--- src/rtl/amux_pkg.sv ---
package amux_pkg;

    localparam int CFG_W  = 20;
    localparam int AS_LSB = 0;
    localparam int AS_W   = 4;
    localparam int AH_LSB = 4;
    localparam int AH_W   = 4;
    localparam int DS_LSB = 8;
    localparam int DS_W   = 8;
    localparam int BT_LSB = 16;
    localparam int BT_W   = 4;
    localparam int CNT_W  = 8;

    typedef enum logic [2:0] {
        PH_IDLE = 3'd0,
        PH_ASET = 3'd1,
        PH_AHLD = 3'd2,
        PH_DATA = 3'd3,
        PH_TURN = 3'd4
    } phase_e;

    typedef struct packed {
        logic [CNT_W-1:0] aset;
        logic [CNT_W-1:0] ahld;
        logic [CNT_W-1:0] dset;
        logic [CNT_W-1:0] turn;
    } timing_t;

    // Splits the timing word and clamps the fields that may not be zero.
    function automatic timing_t decode_timing(input logic [CFG_W-1:0] raw);
        timing_t t;
        t.aset = CNT_W'(raw[AS_LSB +: AS_W]);
        t.ahld = CNT_W'(raw[AH_LSB +: AH_W]);
        t.dset = CNT_W'(raw[DS_LSB +: DS_W]);
        t.turn = CNT_W'(raw[BT_LSB +: BT_W]);
        if (t.ahld == '0) t.ahld = CNT_W'(1);
        if (t.dset == '0) t.dset = CNT_W'(1);
        return t;
    endfunction

endpackage

--- src/rtl/amux_wait_sync.sv ---
module amux_wait_sync #(
    parameter int STAGES = 2
) (
    input  logic clk,
    input  logic rst_n,
    input  logic wait_raw,
    output logic wait_sync
);

    logic [STAGES-1:0] chain_d;
    logic [STAGES-1:0] chain_q;

    generate
        if (STAGES == 1) begin : g_single
            always_comb chain_d = wait_raw;
        end else begin : g_multi
            always_comb chain_d = {chain_q[STAGES-2:0], wait_raw};
        end
    endgenerate

    always_ff @(posedge clk or negedge rst_n) begin
        if (!rst_n) chain_q <= '0;
        else        chain_q <= chain_d;
    end

    assign wait_sync = chain_q[STAGES-1];

endmodule

--- src/rtl/amux_phase_seq.sv ---
module amux_phase_seq
    import amux_pkg::*;
#(
    parameter int AD_W = 16
) (
    input  logic             clk,
    input  logic             rst_n,
    input  logic [CFG_W-1:0] cfg_timing,
    input  logic             cfg_wait_en,
    input  logic             cfg_wait_pol,
    input  logic             req_valid,
    input  logic             req_write,
    input  logic [AD_W-1:0]  req_addr,
    input  logic [AD_W-1:0]  req_wdata,
    input  logic             wait_sync,
    input  logic [AD_W-1:0]  bus_in,
    output phase_e           phase_q_o,
    output phase_e           phase_d_o,
    output logic             write_d_o,
    output logic [AD_W-1:0]  addr_d_o,
    output logic [AD_W-1:0]  wdata_d_o,
    output logic [AD_W-1:0]  rdata_o,
    output logic             done_o
);

    typedef struct packed {
        phase_e           phase;
        logic [CNT_W-1:0] cnt;
        timing_t          tim;
        logic             write;
        logic             wen;
        logic             pol;
        logic [AD_W-1:0]  addr;
        logic [AD_W-1:0]  wdata;
        logic [AD_W-1:0]  rdata;
        logic             done;
    } seq_t;

    seq_t    s_d;
    seq_t    s_q;
    timing_t tim_new;
    logic    hold;
    logic    last;

    always_comb begin
        s_d      = s_q;
        s_d.done = 1'b0;
        tim_new  = decode_timing(cfg_timing);
        hold     = s_q.wen && (wait_sync == s_q.pol);
        last     = (s_q.cnt == CNT_W'(1));
        case (s_q.phase)
            PH_IDLE: begin
                if (req_valid) begin
                    s_d.tim   = tim_new;
                    s_d.write = req_write;
                    s_d.wen   = cfg_wait_en;
                    s_d.pol   = cfg_wait_pol;
                    s_d.addr  = req_addr;
                    s_d.wdata = req_wdata;
                    if (tim_new.aset != '0) begin
                        s_d.phase = PH_ASET;
                        s_d.cnt   = tim_new.aset;
                    end else begin
                        s_d.phase = PH_AHLD;
                        s_d.cnt   = tim_new.ahld;
                    end
                end
            end
            PH_ASET: begin
                if (last) begin
                    s_d.phase = PH_AHLD;
                    s_d.cnt   = s_q.tim.ahld;
                end else begin
                    s_d.cnt = s_q.cnt - CNT_W'(1);
                end
            end
            PH_AHLD: begin
                if (last) begin
                    s_d.phase = PH_DATA;
                    s_d.cnt   = s_q.tim.dset;
                end else begin
                    s_d.cnt = s_q.cnt - CNT_W'(1);
                end
            end
            PH_DATA: begin
                if (!hold) begin
                    if (last) begin
                        s_d.done = 1'b1;
                        if (!s_q.write) s_d.rdata = bus_in;
                        if (s_q.tim.turn != '0) begin
                            s_d.phase = PH_TURN;
                            s_d.cnt   = s_q.tim.turn;
                        end else begin
                            s_d.phase = PH_IDLE;
                            s_d.cnt   = '0;
                        end
                    end else begin
                        s_d.cnt = s_q.cnt - CNT_W'(1);
                    end
                end
            end
            PH_TURN: begin
                if (last) begin
                    s_d.phase = PH_IDLE;
                    s_d.cnt   = '0;
                end else begin
                    s_d.cnt = s_q.cnt - CNT_W'(1);
                end
            end
            default: begin
                s_d.phase = PH_IDLE;
                s_d.cnt   = '0;
            end
        endcase
    end

    always_ff @(posedge clk or negedge rst_n) begin
        if (!rst_n) begin
            s_q       <= '0;
            s_q.phase <= PH_IDLE;
        end else begin
            s_q <= s_d;
        end
    end

    assign phase_q_o = s_q.phase;
    assign phase_d_o = s_d.phase;
    assign write_d_o = s_d.write;
    assign addr_d_o  = s_d.addr;
    assign wdata_d_o = s_d.wdata;
    assign rdata_o   = s_q.rdata;
    assign done_o    = s_q.done;

endmodule

--- src/rtl/amux_pin_drv.sv ---
module amux_pin_drv
    import amux_pkg::*;
#(
    parameter int AD_W = 16
) (
    input  logic            clk,
    input  logic            rst_n,
    input  phase_e          phase_d,
    input  logic            write_d,
    input  logic [AD_W-1:0] addr_d,
    input  logic [AD_W-1:0] wdata_d,
    output logic            cs_n,
    output logic            oe_n,
    output logic            we_n,
    output logic            adv_n,
    output logic            ad_oe,
    output logic [AD_W-1:0] ad_o
);

    typedef struct packed {
        logic            cs_n;
        logic            oe_n;
        logic            we_n;
        logic            adv_n;
        logic            ad_oe;
        logic [AD_W-1:0] ad_o;
    } pins_t;

    localparam pins_t PINS_IDLE = '{cs_n: 1'b1, oe_n: 1'b1, we_n: 1'b1,
                                    adv_n: 1'b1, ad_oe: 1'b0, ad_o: '0};

    pins_t p_d;
    pins_t p_q;

    always_comb begin
        p_d = PINS_IDLE;
        case (phase_d)
            PH_ASET: begin
                p_d.cs_n  = 1'b0;
                p_d.adv_n = 1'b0;
                p_d.ad_oe = 1'b1;
                p_d.ad_o  = addr_d;
            end
            PH_AHLD: begin
                p_d.cs_n  = 1'b0;
                p_d.ad_oe = 1'b1;
                p_d.ad_o  = addr_d;
            end
            PH_DATA: begin
                p_d.cs_n = 1'b0;
                if (write_d) begin
                    p_d.we_n  = 1'b0;
                    p_d.ad_oe = 1'b1;
                    p_d.ad_o  = wdata_d;
                end else begin
                    p_d.oe_n = 1'b0;
                end
            end
            default: p_d = PINS_IDLE;
        endcase
    end

    always_ff @(posedge clk or negedge rst_n) begin
        if (!rst_n) p_q <= PINS_IDLE;
        else        p_q <= p_d;
    end

    assign cs_n  = p_q.cs_n;
    assign oe_n  = p_q.oe_n;
    assign we_n  = p_q.we_n;
    assign adv_n = p_q.adv_n;
    assign ad_oe = p_q.ad_oe;
    assign ad_o  = p_q.ad_o;

endmodule

--- src/rtl/amux_bus_ctrl.sv ---
module amux_bus_ctrl
    import amux_pkg::*;
#(
    parameter int AD_W        = 16,
    parameter int SYNC_STAGES = 2
) (
    input  logic             clk,
    input  logic             rst_n,
    input  logic [CFG_W-1:0] cfg_timing,
    input  logic             cfg_wait_en,
    input  logic             cfg_wait_pol,
    input  logic             req_valid,
    output logic             req_ready,
    input  logic             req_write,
    input  logic [AD_W-1:0]  req_addr,
    input  logic [AD_W-1:0]  req_wdata,
    output logic             rsp_done,
    output logic [AD_W-1:0]  rsp_rdata,
    output logic             mem_cs_n,
    output logic             mem_oe_n,
    output logic             mem_we_n,
    output logic             mem_adv_n,
    output logic [AD_W-1:0]  mem_ad_o,
    output logic             mem_ad_oe,
    input  logic [AD_W-1:0]  mem_ad_i,
    input  logic             mem_wait
);

    logic            wait_sync;
    phase_e          phase_q;
    phase_e          phase_d;
    logic            write_d;
    logic [AD_W-1:0] addr_d;
    logic [AD_W-1:0] wdata_d;

    amux_wait_sync #(.STAGES(SYNC_STAGES)) u_sync (
        .clk       (clk),
        .rst_n     (rst_n),
        .wait_raw  (mem_wait),
        .wait_sync (wait_sync)
    );

    amux_phase_seq #(.AD_W(AD_W)) u_seq (
        .clk          (clk),
        .rst_n        (rst_n),
        .cfg_timing   (cfg_timing),
        .cfg_wait_en  (cfg_wait_en),
        .cfg_wait_pol (cfg_wait_pol),
        .req_valid    (req_valid),
        .req_write    (req_write),
        .req_addr     (req_addr),
        .req_wdata    (req_wdata),
        .wait_sync    (wait_sync),
        .bus_in       (mem_ad_i),
        .phase_q_o    (phase_q),
        .phase_d_o    (phase_d),
        .write_d_o    (write_d),
        .addr_d_o     (addr_d),
        .wdata_d_o    (wdata_d),
        .rdata_o      (rsp_rdata),
        .done_o       (rsp_done)
    );

    amux_pin_drv #(.AD_W(AD_W)) u_pins (
        .clk     (clk),
        .rst_n   (rst_n),
        .phase_d (phase_d),
        .write_d (write_d),
        .addr_d  (addr_d),
        .wdata_d (wdata_d),
        .cs_n    (mem_cs_n),
        .oe_n    (mem_oe_n),
        .we_n    (mem_we_n),
        .adv_n   (mem_adv_n),
        .ad_oe   (mem_ad_oe),
        .ad_o    (mem_ad_o)
    );

    assign req_ready = (phase_q == PH_IDLE);

endmodule

--- config.mk ---
export PLATFORM = sky130hd
export DESIGN_NAME = amux_bus_ctrl
export DESIGN_NICKNAME = d
export VERILOG_FILES = /design/src/rtl/amux_pkg.sv /design/src/rtl/amux_wait_sync.sv /design/src/rtl/amux_phase_seq.sv /design/src/rtl/amux_pin_drv.sv /design/src/rtl/amux_bus_ctrl.sv
export SDC_FILE = /design/constraint.sdc
export NUM_CORES = 1
export LEC_CHECK = 0
export BUFFER_PORTS_ARGS = -buffer_cell sky130_fd_sc_hd__buf_2
export CAP_MARGIN = 20
export CORE_AREA = 2 2 99 196
export CTS_CLUSTER_SIZE = 12
export DETAILED_ROUTE_END_ITERATION = 12
export DIE_AREA = 0 0 101 198
export PLACE_DENSITY = 0.51
export SYNTH_ARGS = -nofsm -noshare
export SYNTH_HDL_FRONTEND = slang
export SYNTH_SLANG_ARGS = --single-unit
--- constraint.sdc ---
create_clock -name clk -period 4.07 [get_ports clk]
set_input_delay 0.2035 -clock clk [delete_from_list [all_inputs] [get_ports clk]]
set_output_delay 0.2035 -clock clk [all_outputs]
set_load 0.02 [all_outputs]
==> impl_summary.md, run 1 <==
Yosys
In this run the mean area of a mapped cell was between 10 and 15 um^2. The commonest register cell after synthesis is sky130_fd_sc_hd__dfrtp_1. After technology mapping, the gate count stands at about 350. During synthesis, Yosys emitted a total of 0 warnings. In this run, distinct cell masters in the synthesized netlist total between 40 and 50.

The total nets after synthesis is approximately 430. Synthesis inferred between 100 and 150 register bits. The synthesized design contains 0 enable-type register cells. Summing the sequential cell areas from Yosys gives about 57% of the chip area. The share of synthesized registers carrying an async set or reset is between 90% and 100%.

The post-synth design cell area is 4510 um^2.

CTS
The clock tree synthesis step divided the H-tree into 3 levels. The clock passes through at most 2 buffers. The clock net in this run drives a total of between 100 and 150 sinks.

The root cell of the clock tree is sky130_fd_sc_hd__clkbuf_16. The count of buffers added by post-CTS timing repair for setup is 0. The number of cells upsized or downsized after cts is 0. The source-to-sink clock delay at the later pin of the worst-skew pair is about 0.36 ns. Buffers inserted during clock tree synthesis total 9. The number of buffers inserted by hold repair at cts is 1. The clock tree from TritonCTS is done. The clock transition at the registers of the reported paths is roughly 0.07 ns.

Power and ir drop
The power per cell area is a little over 800 nW/um^2. In this run switching power makes up about 37% of total power. The reported leakage power is around 2.5 nW. The clock network burns 21.2% of the power. Summed over all nets, the switching power comes to about 1.6 mW. The logic gate share of total power is about two fifths.

IR analysis of the VDD net gives a maximum drop of 0.204 mV. The internal power contribution is ~2.8 mW. The sequential share of power is 39.3%.

STA
The max-slew violation count is 0. The smallest clock period supported by the final layout is computed as between 2 and 3 ns. The number of hold violations in the final report is 51. After layout, the worst path uses approximately 68% of the clock period. The highest achievable clock rate is between 300 and 400 MHz.

The total of endpoints with negative setup slack in the final report is 0. The post-route clock skew is 0.00607 ns. The worst hold-check slack is -0.0295 ns. For the pin with the worst max-slew slack, the measured transition is about 1.1 ns.

The worst setup margin is between 1 and 1.5 ns. Setup repair after global routing left no endpoint under its margin. In this run the tightest slew margin relative to its limit is between 20% and 30%. After routing, the total negative slack on setup checks comes to 0 ns.

Floorplanning
Pin placement for this block handled 114 I/O pins. The area inside the core boundary is between 15000 and 20000 um^2. The number of rows created at floorplan is 71. From bottom edge to top edge, the die measures around 200 um.

The initial utilization of the core area, before any placement, comes to 24.2%. The die covers around 20000 um^2. In this run the horizontal extent of the chip is about 100 um.

Global routing
The global-route wire length before repair is roughly 18000 um. Global routing used roughly 12% of the available tracks. The number of antenna violations at the first check in global routing is 0. The pin count of the biggest net entering global routing is 70. The number of global-route vias before repair was 3413. Summed over all layers, the global routing overflow is 0.

Route
The routed layout has roughly 3100 vias. After detailed routing, the total wire length is 12000 um. Dividing the detail-routed wire length by the instance count gives 17.9 um.

For this run, the detailed router's first-pass iteration total came to 4. The number of vias per cell after detailed routing is approximately 4.7. The total DRC errors in the routed layout is 0. The residual antenna-violating net count after detailed routing is 0. In this run, the number of DRC markers left after iteration 0 of detailed routing was between 80 and 90.

Placement
The quantity of I/O buffers inserted on ports is approximately 110. The placed wire-length estimate is between 8000 and 9000 um. The number of cells in the design after placement is ~650.

The weighted congestion reported at the end of routability-driven placement is approximately 0.87. The worst setup timing slack at the placement stage is around 1.3 ns.

Min path
The min-delay analysis places its worst path in the category in2async.

Cells and area
Once layout is complete, the utilization of the core stands at 29.5%. The total number of nets in the final design is roughly 520. The fraction of layout cells with a size suffix above 1 is ~45%. The number of standard cells in the layout, taps in and fillers out is approximately 670. Compared with the post-synthesis result, the final layout area differs by 22.1%. The layout filler cell count is just under 2000.

The number of antenna diodes in the final layout is 0.

Job
The tool flagged a number of max-cap violations equal to 0.

Setup path
The critical path start-end classification is reg2reg. The largest fanout on the critical path is 16. The worst setup slack for register-to-register paths is 1.30 ns. The slowest stage cell on the critical path is sky130_fd_sc_hd__nor4_4. The depth of the worst register-to-register path is 6.

The longest individual stage delay on the worst path is 0.98 ns. Walking the worst path, the cells encountered are inv_1, ha_1, nor2b_1, nand3_2, nor4_4, mux2_2. The destination of the worst register-to-register timing path is u_seq.rdata_o[4]. STA classifies the critical path endpoint as a flop.

The startpoint type of the worst setup path is a flop. The origin of the critical flop-to-flop path is u_seq.s_q[85]. At the worst endpoint, the required time is roughly 4.3 ns.

The arrival time of the worst setup path is 3.01 ns.

Run status
The run finished, with violations left. The checks that failed: hold timing.
placed cells by master, fill, tap and decap left out, types with 10 or more instances in the layout:
cell type,count
sky130_fd_sc_hd__a21oi_1,10
sky130_fd_sc_hd__a32o_1,17
sky130_fd_sc_hd__buf_2,112
sky130_fd_sc_hd__dfrtp_1,98
sky130_fd_sc_hd__mux2_2,59
sky130_fd_sc_hd__nand2_1,14
sky130_fd_sc_hd__nor2_1,14
sky130_fd_sc_hd__nor2b_1,19
sky130_fd_sc_hd__o21ai_0,10
through the flow:
stage | total power, mW | area [um^2]
floorplan | 3.02 | 4510
global placement | 3.48 | 5180
detailed placement | 3.55 | 5180
CTS | 4.50 | 5510
global route | 4.71 | 5510
finish | 4.43 | 5510
kinds of logic (layout without fill, tap and decap cells):
logic type	after synthesis	after routing	share of synthesized area, %
DFF	102	102	56.7
and+or+nand+nor	83	83	10.9
muxes	65	65	16.2
AOI/OAI and AO/OA	61	61	10.3
buffers and inverters	38	138	5.21
adders and majority gates	2	2	0.554
xor gates and xnor gates	1	1	0.194
power groups by stage:
stage / clock, mW / sequential, mW / combinational [mW]
2_1_floorplan: 0 / 1.78 / 1.24
3_3_place_gp: 0 / 1.75 / 1.73
3_5_place_dp: 0 / 1.77 / 1.78
4_1_cts: 0.970 / 1.75 / 1.78
5_1_grt: 1.01 / 1.80 / 1.91
6_report: 0.939 / 1.74 / 1.75
Yosys cell counts (all sizes together) (2+ instances only):
cell type | count | area, um^2
a211o | 2 | 17.5
a21oi | 10 | 50.1
a22oi | 6 | 45.0
a32o | 17 | 170
and2 | 3 | 18.8
buf | 31 | 209
clkbuf | 3 | 11.3
dfrtp | 98 | 2450
dfstp | 4 | 105
ha | 2 | 25.0
inv | 3 | 11.3
mux2 | 64 | 721
nand2 | 14 | 52.6
nand2b | 4 | 25.0
nand3 | 5 | 30.0
nor2 | 14 | 52.6
nor2b | 19 | 119
nor3 | 10 | 61.3
nor4 | 3 | 33.8
nor4b | 4 | 50.1
o21ai | 12 | 60.1
o21bai | 2 | 15.0
o311ai | 4 | 35.0
o31ai | 2 | 15.0
cell type report:
type                    count  area (um^2)  area share, %
repair buffers            118          608           11.0
inverters                   4         15.0          0.272
flip-flops and latches    102         2560           46.4
clock inverters             6         85.1           1.54
clock buffers              10          239           4.34
well taps                 219          274           4.97
multi-input cells         212         1730           31.4
metal layers:
| layer | routed length (um) | vias to the layer above | track usage (%) |
|---|---|---|---|
| li1 | - | 1440 | - |
| met1 | 4120 | 1593 | 12.1 |
| met2 | 7060 | 93 | 23.7 |
| met3 | 423 | 20 | 2.19 |
| met4 | 370 | 0 | 6.61 |
| met5 | 0 | - | 0 |
worst max-delay path by stage:
stage                        startpoint                end  cells past startpoint
final                     u_seq.s_q[85]   u_seq.rdata_o[4]                      6
after global routing      u_seq.s_q[85]   u_seq.rdata_o[2]                      6
after CTS                 u_seq.s_q[85]   u_seq.rdata_o[3]                      6
after detailed placement  u_seq.s_q[85]   u_seq.rdata_o[3]                      6
after global placement    u_seq.s_q[85]   u_seq.rdata_o[3]                      6
after floorplan           u_seq.s_q[85]  u_seq.rdata_o[10]                      7
registers in the layout (all words and copies together), names as in the netlist, 2 cells and up:
| signal | flops |
|---|---|
| u_pins.ad_o | 16 |
| u_seq.phase_q_o | 3 |
| u_sync.chain_q | 2 |
| u_seq.rdata_o | 16 |
| u_seq.s_q | 59 |
worst max-delay path: cells and delay by family (launching register included):
family                   cells  cell delay [ns]
flip-flops                   1             0.41
adder cells (fa/ha/maj)      1             0.13
buffers and inverters        1             0.10
multiplexers                 1             0.42
AND/OR/NAND/NOR              3             1.58
(Power assumes the default switching activity.)
==> run 2, diff against run 1 <==
- ABC_AREA: not set -> 1
- CORE_AREA: 2 2 99 196 -> 2 2 100 199
- DIE_AREA: 0 0 101 198 -> 0 0 102 201
- PLACE_DENSITY: 0.51 -> 0.52
- clock period: 4.07 -> 2.53 ns (I/O delays scaled with it)
==> run 2 against run 1 <==
Compared with the run above:
- the run now ends clean
- utilization rose by 1.5 points
- die area grew 2.5%
- flip-flop and latch count did not move
- highest routed layer is now met5
==> impl_summary.md, run 2 <==
Placement
Routability-driven placement finished with a final weighted congestion of just under 0.8. The placed wire-length estimate is ~8300 um. The count of buffers added on input and output ports is 113.

STA
The final setup TNS is 0 ns. The worst path uses ~83% of the clock period. The post-route clock skew is between 0.007 and 0.008 ns.

The tightest hold path in the finished design has a slack of between 0.003 and 0.004 ns. The total of endpoints with negative setup slack in the final report is 0. Setup repair after global routing left no endpoint under its margin. The max-slew violation count is 0.

The tightest slew margin relative to the limit is between 50% and 60%. At the pin with the least slew margin, the transition time is 0.663 ns. The highest achievable clock rate is between 400 and 500 MHz. The time the worst path needs with I/O delays and setup is 2.10 ns. The number of hold violations in the final report came to 0.

Floorplanning
The die is 102 um wide. between 100 and 150 I/O pins were placed. In this run the standard cell core region covers approximately 19000 um^2. The initial core utilization is 24.4%. The number of rows created at floorplan is between 70 and 80. The vertical extent of the die is ~200 um. The area of the die is roughly 20000 um^2.

Yosys
Sorting the synthesized cells by area gives the leading types as sky130_fd_sc_hd__dfrtp_1 53%, sky130_fd_sc_hd__nand2_1 16%, sky130_fd_sc_hd__mux2_4 3.2%. The commonest cells after synthesis are 194 x sky130_fd_sc_hd__nand2_1, 98 x sky130_fd_sc_hd__dfrtp_1, 27 x sky130_fd_sc_hd__inv_1. Dividing the synthesized area by the synthesized cell count gives between 9 and 10 um^2. After synthesis, the largest area contributor takes up around 53% of total cell area. Of all cell types, the one taking the most synthesized area is sky130_fd_sc_hd__dfrtp_1. Yosys printed 0 warnings. After synthesis the netlist holds a flip-flop and latch count of 102.

The number of nets handed over by synthesis was 580. Counting flops with a built-in enable in the synthesized netlist gives 0. The cell area that synthesis handed to floorplanning was approximately 4700 um^2.

The share of synthesized registers carrying an async set or reset is 100%. The count of mapped cells out of synthesis is just over 500. The commonest register cell after synthesis is sky130_fd_sc_hd__dfrtp_1. By instance count, the leading cell after synthesis is sky130_fd_sc_hd__nand2_1. The sequential-to-total area share from yosys stat is roughly 55%. The synthesized netlist contains 39 unique library cells.

Setup path
The kind of end point of the critical path is a flop. The origin of the critical flop-to-flop path is u_seq.phase_q_o[0]. The worst setup path is launched from a flop. The data required time at the worst endpoint is between 2 and 3 ns. The critical path ends at u_pins.ad_o[15]. The largest fanout on the critical path is 20. The worst register-to-register path has a depth of 9. The destination of the worst register-to-register timing path is u_pins.ad_o[15].

The critical path start-end classification is reg2reg. In this run the register-to-register setup slack is 0.43 ns. In this run the worst setup path begins at u_seq.phase_q_o[0]. The arrival time of the worst setup path is around 2.4 ns.

Global routing
The number of global-route vias before repair came to ~3700. The number of antenna violations at the first check in global routing was 1. Entering global routing, the biggest net connects between 50 and 60 pins.

The total overflow left after global routing is 0. Global routing consumed, over all layers together, between 10% and 20% of the routing resources. The global-route wire length before repair is approximately 19000 um.

CTS
The number of cells upsized or downsized after cts is 0. The deepest clock path buffer count is 2. The total CTS buffers is 9. TritonCTS built the clock tree. The clock transition at the registers of the reported paths is ~0.070 ns. The source-to-sink clock delay at the later pin of the worst-skew pair is between 0.3 and 0.4 ns. The root cell of the clock tree is sky130_fd_sc_hd__clkbuf_16. The number of buffers inserted by hold repair at cts is 23. The clock tree synthesis step divided the H-tree into 3 levels. The count of buffers added by post-CTS timing repair for setup is 0. The TritonCTS sink count is 102.

Cells and area
The filler cells instantiated in the layout total a little over 2000. The total area of sequential cells is around 2600 um^2. The area used by multi-input combinational logic is roughly 1700 um^2. The register ranked first by flip-flop count is u_seq.s_q.

The number of flip-flops under the largest register name is just under 60. For this run, the post-layout net count is 700. In the final layout, the share of cells above drive strength 1 is a little under a third. The number of antenna cells inserted is 0. Leaving out fill and tap cells, the most frequent cells in the layout are 194 x sky130_fd_sc_hd__nand2_1, 112 x sky130_fd_sc_hd__buf_2, 98 x sky130_fd_sc_hd__dfrtp_1. The most frequent standard cell in the layout excluding fill and tap cells is sky130_fd_sc_hd__nand2_1.

The area growth from synthesis to layout is 27.4%.

Route
After detailed routing, the number of remaining DRC violations is 0. The number of DRC violations after detailed-routing iteration 0 is 145. After detailed routing, the number of vias per cell comes to around 4.1. In this run the remaining antenna-violating nets after routing total 0. The routed design has between 10000 and 15000 um of wire. The number of search-and-repair iterations in the first detailed-routing pass is 4.

The per-cell routed wire length is approximately 13 um. The total via count after detailed routing is approximately 3700.

Power and ir drop
Summed over all cells, the static leakage comes to about 3.1 nW. Across the VDD grid, the largest voltage drop is 0.278 mV. Power spread over the standard cell area amounts to around 570 nW/um^2.

Min path
The path class of the tightest hold or removal check is in2reg.

Job
Max-cap violations in this run came to 0.

Run status
The run finished with clean final reports.
-- run 2: cell count changes in the layout (fill, tap and decap cells not counted), sizes merged, moves of 5 or more --
cell / change
nor3: -6
dlygate4sd3: +22
nand2: +195
nor2: +5
mux2: -48
nor2b: -19
nand3: +17
nand4: +24
inv: +33
a22oi: -6
o211ai: +5
a32o: -17
-- run 2: metal layers --
metal	routed length (um)	global-route usage [%]	vias up	part of all wire, %
met5	13	0	-	0.11
met4	183	4.00	2	1.6
met3	781	2.37	14	6.7
met2	5160	17.5	129	44
met1	5570	16.9	1670	48
li1	-	-	1850	-
-- run 2: critical path, stage by stage, from the launching register on --
cell and delay [ns]:
sky130_fd_sc_hd__dfrtp_1 0.43, sky130_fd_sc_hd__nor2_2 0.21, sky130_fd_sc_hd__nand3_4 0.24, sky130_fd_sc_hd__inv_2 0.35
sky130_fd_sc_hd__nand2_1 0.14, sky130_fd_sc_hd__nand3_2 0.11, sky130_fd_sc_hd__nand3_2 0.13, sky130_fd_sc_hd__nand2_4 0.26
sky130_fd_sc_hd__nand2_1 0.08, sky130_fd_sc_hd__nand2_1 0.07
-- run 2: worst min-delay path by stage --
stage | from | end | slack [ns] | cells past startpoint
4_1_cts | mem_ad_i[9] | u_seq.rdata_o[9] | 0.0001 | 2
3_5_place_dp | rst_n | u_seq.s_q[64] | 0.21 | 1
5_1_grt | mem_ad_i[14] | u_seq.rdata_o[14] | 0.002 | 2
3_3_place_gp | rst_n | u_seq.s_q[65] | 0.20 | 1
2_1_floorplan | rst_n | u_pins.ad_o[0] | -0.17 | 0
6_report | cfg_timing[12] | u_seq.s_q[64] | 0.003 | 3
-- run 2: power breakdown --
group          switching, mW  leakage, nW  internal, mW
clock                  0.648        0.154         0.879
combinational         0.0893         1.68        0.0910
sequential           0.00643         1.30          1.64
total                  0.744         3.13          2.61
-- run 2: cell families (layout without fill, tap and decap cells) --
group / after synthesis / in the layout / synth area share [%]
flip-flops: 102 / 102 / 54.9
adder cells (fa/ha/maj): 2 / 2 / 0.537
multiplexers: 16 / 16 / 4.67
AO/OA/AOI/OAI: 30 / 30 / 4.13
XOR/XNOR: 1 / 1 / 0.188
AND/OR/NAND/NOR: 283 / 283 / 27.5
buffers and inverters: 69 / 194 / 8.08
-- run 2: layout make-up --
type,count,share of cell area [%]
flip-flops and latches,102,43.1
repair buffers,144,14.7
clock buffers,9,3.79
inverters,34,2.15
clock inverters,7,1.75
well taps,259,5.46
multi-input cells,332,29.1
-- run 2: metrics by stage --
step | util (%) | power, mW | cells | area (um^2) | worst slack (ns)
after CTS | 31.1 | 3.40 | 887 | 5940 | 0.396
final | 31.1 | 3.36 | 887 | 5940 | 0.435
after global routing | 31.1 | 3.49 | 887 | 5940 | 0.198
after global placement | 28.2 | 1.84 | 848 | 5380 | 0.499
after detailed placement | 28.2 | 1.84 | 848 | 5380 | 0.420
after floorplan | - | 1.74 | 503 | 4660 | 0.877
==> run 3, diff against run 2 <==
- PLACE_DENSITY: 0.52 -> 0.51
- clock period: 2.53 -> 2.04 ns (I/O delays scaled with it)
==> run 3 against run 2 <==
Compared with the run above:
- setup slack worse by 0.25 ns
- first-iteration DRC count down 6.9%
- largest power group unchanged
- non-clock buffer count up 37
- clock skew up 0.0039 ns
- final cell count up 4.2%
- clock power up 16%
==> impl_summary.md, run 3 (same netlist as run 2, synthesis figures left out) <==
Run status
The run finished with clean final reports.

Cells and area
After filler insertion, the fill cell instance count of the layout stands at between 2000 and 2500. The register ranked first by flip-flop count is u_seq.s_q. The register with the most flip-flops in the layout has about 60 of them.

Leaving out fill and tap cells, the most frequent cells in the layout are 194 x sky130_fd_sc_hd__nand2_1, 112 x sky130_fd_sc_hd__buf_2, 98 x sky130_fd_sc_hd__dfrtp_1. The fraction of layout cells with a size suffix above 1 is between 20 and 30%. Relative to the synthesized area, the layout overhead comes to 35.3%. The total number of nets in the final design is about 740. The number of antenna cells inserted is 0.

Leaving out fill and tap cells, the most frequent cell in the layout is sky130_fd_sc_hd__nand2_1.

Power and ir drop
The clock network fraction of design power is between 40% and 50%. The switching portion of total power is between 20% and 30%. The worst-case IR drop observed on VDD is 0.365 mV. In this run, flip-flops and latches consume between 50% and 60% of the power. In this run the power spent charging and discharging nets is about 0.9 mW. Power spread over the standard cell area amounts to 649 nW/um^2. For this design the static power due to leakage is ~3.3 nW.

Combinational logic is responsible for 6.6% of the overall power. The internal power contribution is roughly 3.2 mW.

Setup path
The family with the most delay on the worst path is simple AND/OR/NAND/NOR gates. The worst setup path is captured at a flop. The origin of the critical flop-to-flop path is u_seq.s_q[85].

The number of buffer and inverter stages on the critical path is 1. On the worst path, the slowest cell contributes a delay of roughly 0.42 ns. Along the worst path, the maximum fanout reaches 16. The startpoint type of the worst setup path is a flop. The data required time at the worst endpoint is about 2.3 ns. Traced cell by cell, the critical path runs through inv_1, ha_1, nand2_1, nor2_1, nand4_4, mux2_4. The worst register-to-register path ends at u_seq.rdata_o[10]. By startpoint and endpoint, the worst setup path is classified as reg2reg. The slowest stage cell on the critical path is sky130_fd_sc_hd__mux2_4. Measured in cells, the most critical reg-to-reg path has a length of 6.

The arrival time of the worst setup path is 2.08 ns. The worst setup slack for register-to-register paths is 0.18 ns.

CTS
The total CTS buffers is 9. The source-to-sink clock delay at the later pin of the worst-skew pair is about 0.35 ns. After clock tree synthesis, the clock-pin slew on the worst setup and hold paths is 0.07 ns. The H-tree generated during clock tree synthesis spans 3 levels. The longest clock path from root to sink contains 2 buffers. TritonCTS built the clock tree. The root cell of the clock tree is sky130_fd_sc_hd__clkbuf_16. For this design, the sink count on the clock tree is about 100.

Global routing
After global routing the overflow that remains totals 0. The global-route wire length before repair is about 19000 um. Entering global routing, the biggest net connects 53 pins. Across every metal layer, demand over resource in global routing totals 12.0%. The number of global-route vias before repair is between 3000 and 4000. The number of antenna violations at the first check in global routing is 0.

Route
The total DRC errors in the routed layout is 0. The first TritonRoute pass finished after 4 iterations. The number of vias per cell after detailed routing is slightly above 4.

The residual antenna-violating net count after detailed routing is 0. The total via count after detailed routing is ~3800. Wires add up to roughly 12000 um.

The number of DRC violations after detailed-routing iteration 0 is around 140. Dividing the detail-routed wire length by the instance count gives between 10 and 15 um.

Floorplanning
The horizontal extent of the die is 102 um. Once the floorplan was initialized, standard cells occupied 24.4% of the core. Row generation in the floorplan step produced approximately 70 rows. The number of primary I/O pins is ~110. The area of the die is 20500 um^2.

The area inside the core boundary is 19100 um^2. The vertical extent of the die is about 200 um.

Job
The count of max-cap constraint violations is 0.

STA
Across the routed clock network, the largest skew measured is ~0.012 ns. The max-slew violation count is 0. The tightest slew margin relative to the limit is between 60% and 70%. Setup repair after global routing left no endpoint under its margin. The number of hold violations in the final report is 0.

The clock period could shrink to about 1.9 ns. For the pin with the worst max-slew slack, the measured transition is about 0.54 ns. The total of endpoints with negative setup slack in the final report is 0. The worst hold-check slack is between 0.003 and 0.004 ns. Based on the critical path, the design can be clocked at up to approximately 540 MHz. Setup total negative slack on the finished layout was measured at 0 ns.

Of the available clock period, the critical path in the final layout requires 91.0%. The worst setup margin is between 0.15 and 0.2 ns.

Placement
The quantity of I/O buffers inserted on ports is about 110. The worst setup timing slack at the placement stage is around 0.11 ns. Routability-driven placement finished with a final weighted congestion of approximately 0.81. The placed wire-length estimate is around 8300 um.

Min path
The worst hold path begins at req_wdata[4]. The worst hold endpoint is u_seq.s_q[21]. The worst hold path class is in2reg.

Counting instances, the worst hold path has a depth of 3.
## run 3: power groups by stage
stage	Clock [mW]	Combinational (mW)	Sequential (mW)
finish	1.77	0.272	2.05
global placement	0	0.197	2.08
global route	1.92	0.301	2.05
CTS	1.84	0.276	2.05
floorplan	0	0.0708	2.09
detailed placement	0	0.198	2.09
## run 3: how the worst max path moves through the flow
stage                             start                end  slack (ns)  depth (start not counted)
after global placement    u_seq.s_q[85]     u_pins.ad_o[5]        0.19                         11
after global routing      u_seq.s_q[85]     u_pins.ad_o[5]        0.03                         11
after CTS                 u_seq.s_q[85]     u_pins.ad_o[1]        0.09                         11
after floorplan           u_seq.s_q[85]     u_pins.ad_o[3]        0.39                         12
after detailed placement  u_seq.s_q[85]     u_pins.ad_o[1]        0.11                         11
final                     u_seq.s_q[85]  u_seq.rdata_o[10]        0.18                          6
## run 3: area by class of cell
| class | instances | area [um^2] | area share, % |
|---|---|---|---|
| well taps | 259 | 324 | 5.14 |
| inverters | 34 | 128 | 2.02 |
| clock buffers | 10 | 239 | 3.79 |
| repair buffers | 181 | 1250 | 19.8 |
| multi-input cells | 332 | 1740 | 27.5 |
| clock inverters | 6 | 75.1 | 1.19 |
| flip-flops and latches | 102 | 2560 | 40.6 |
## run 3: routing by layer
metal | global-route usage [%] | vias up | share of wire [%]
met2 | 19.5 | 110 | 47
met1 | 16.0 | 1715 | 47
met4 | 3.67 | 0 | 1.3
li1 | - | 1927 | -
met5 | 0 | - | 0
met3 | 2.19 | 10 | 4.7
## run 3: timing repair
item,in CTS,in global routing
hold buffers,52,0
setup buffers,0,4
gates resized for setup,0,1
endpoints found under the hold margin,76,0
endpoints found under the setup margin,0,17
## run 3: tightest hold or removal path, delay by kind of cell
kind                   cells  cell delay, ns
buffers and inverters      1            0.08
AND/OR/NAND/NOR            2            0.13
## run 3: metrics by stage
stage / power, mW / cell area [um^2] / util, % / cells
2_1_floorplan: 2.16 / 4660 / - / 503
3_3_place_gp: 2.28 / 5430 / 28.4 / 852
3_5_place_dp: 2.28 / 5430 / 28.4 / 852
4_1_cts: 4.16 / 6270 / 32.8 / 920
5_1_grt: 4.27 / 6300 / 33.0 / 924
6_report: 4.09 / 6300 / 33.0 / 924
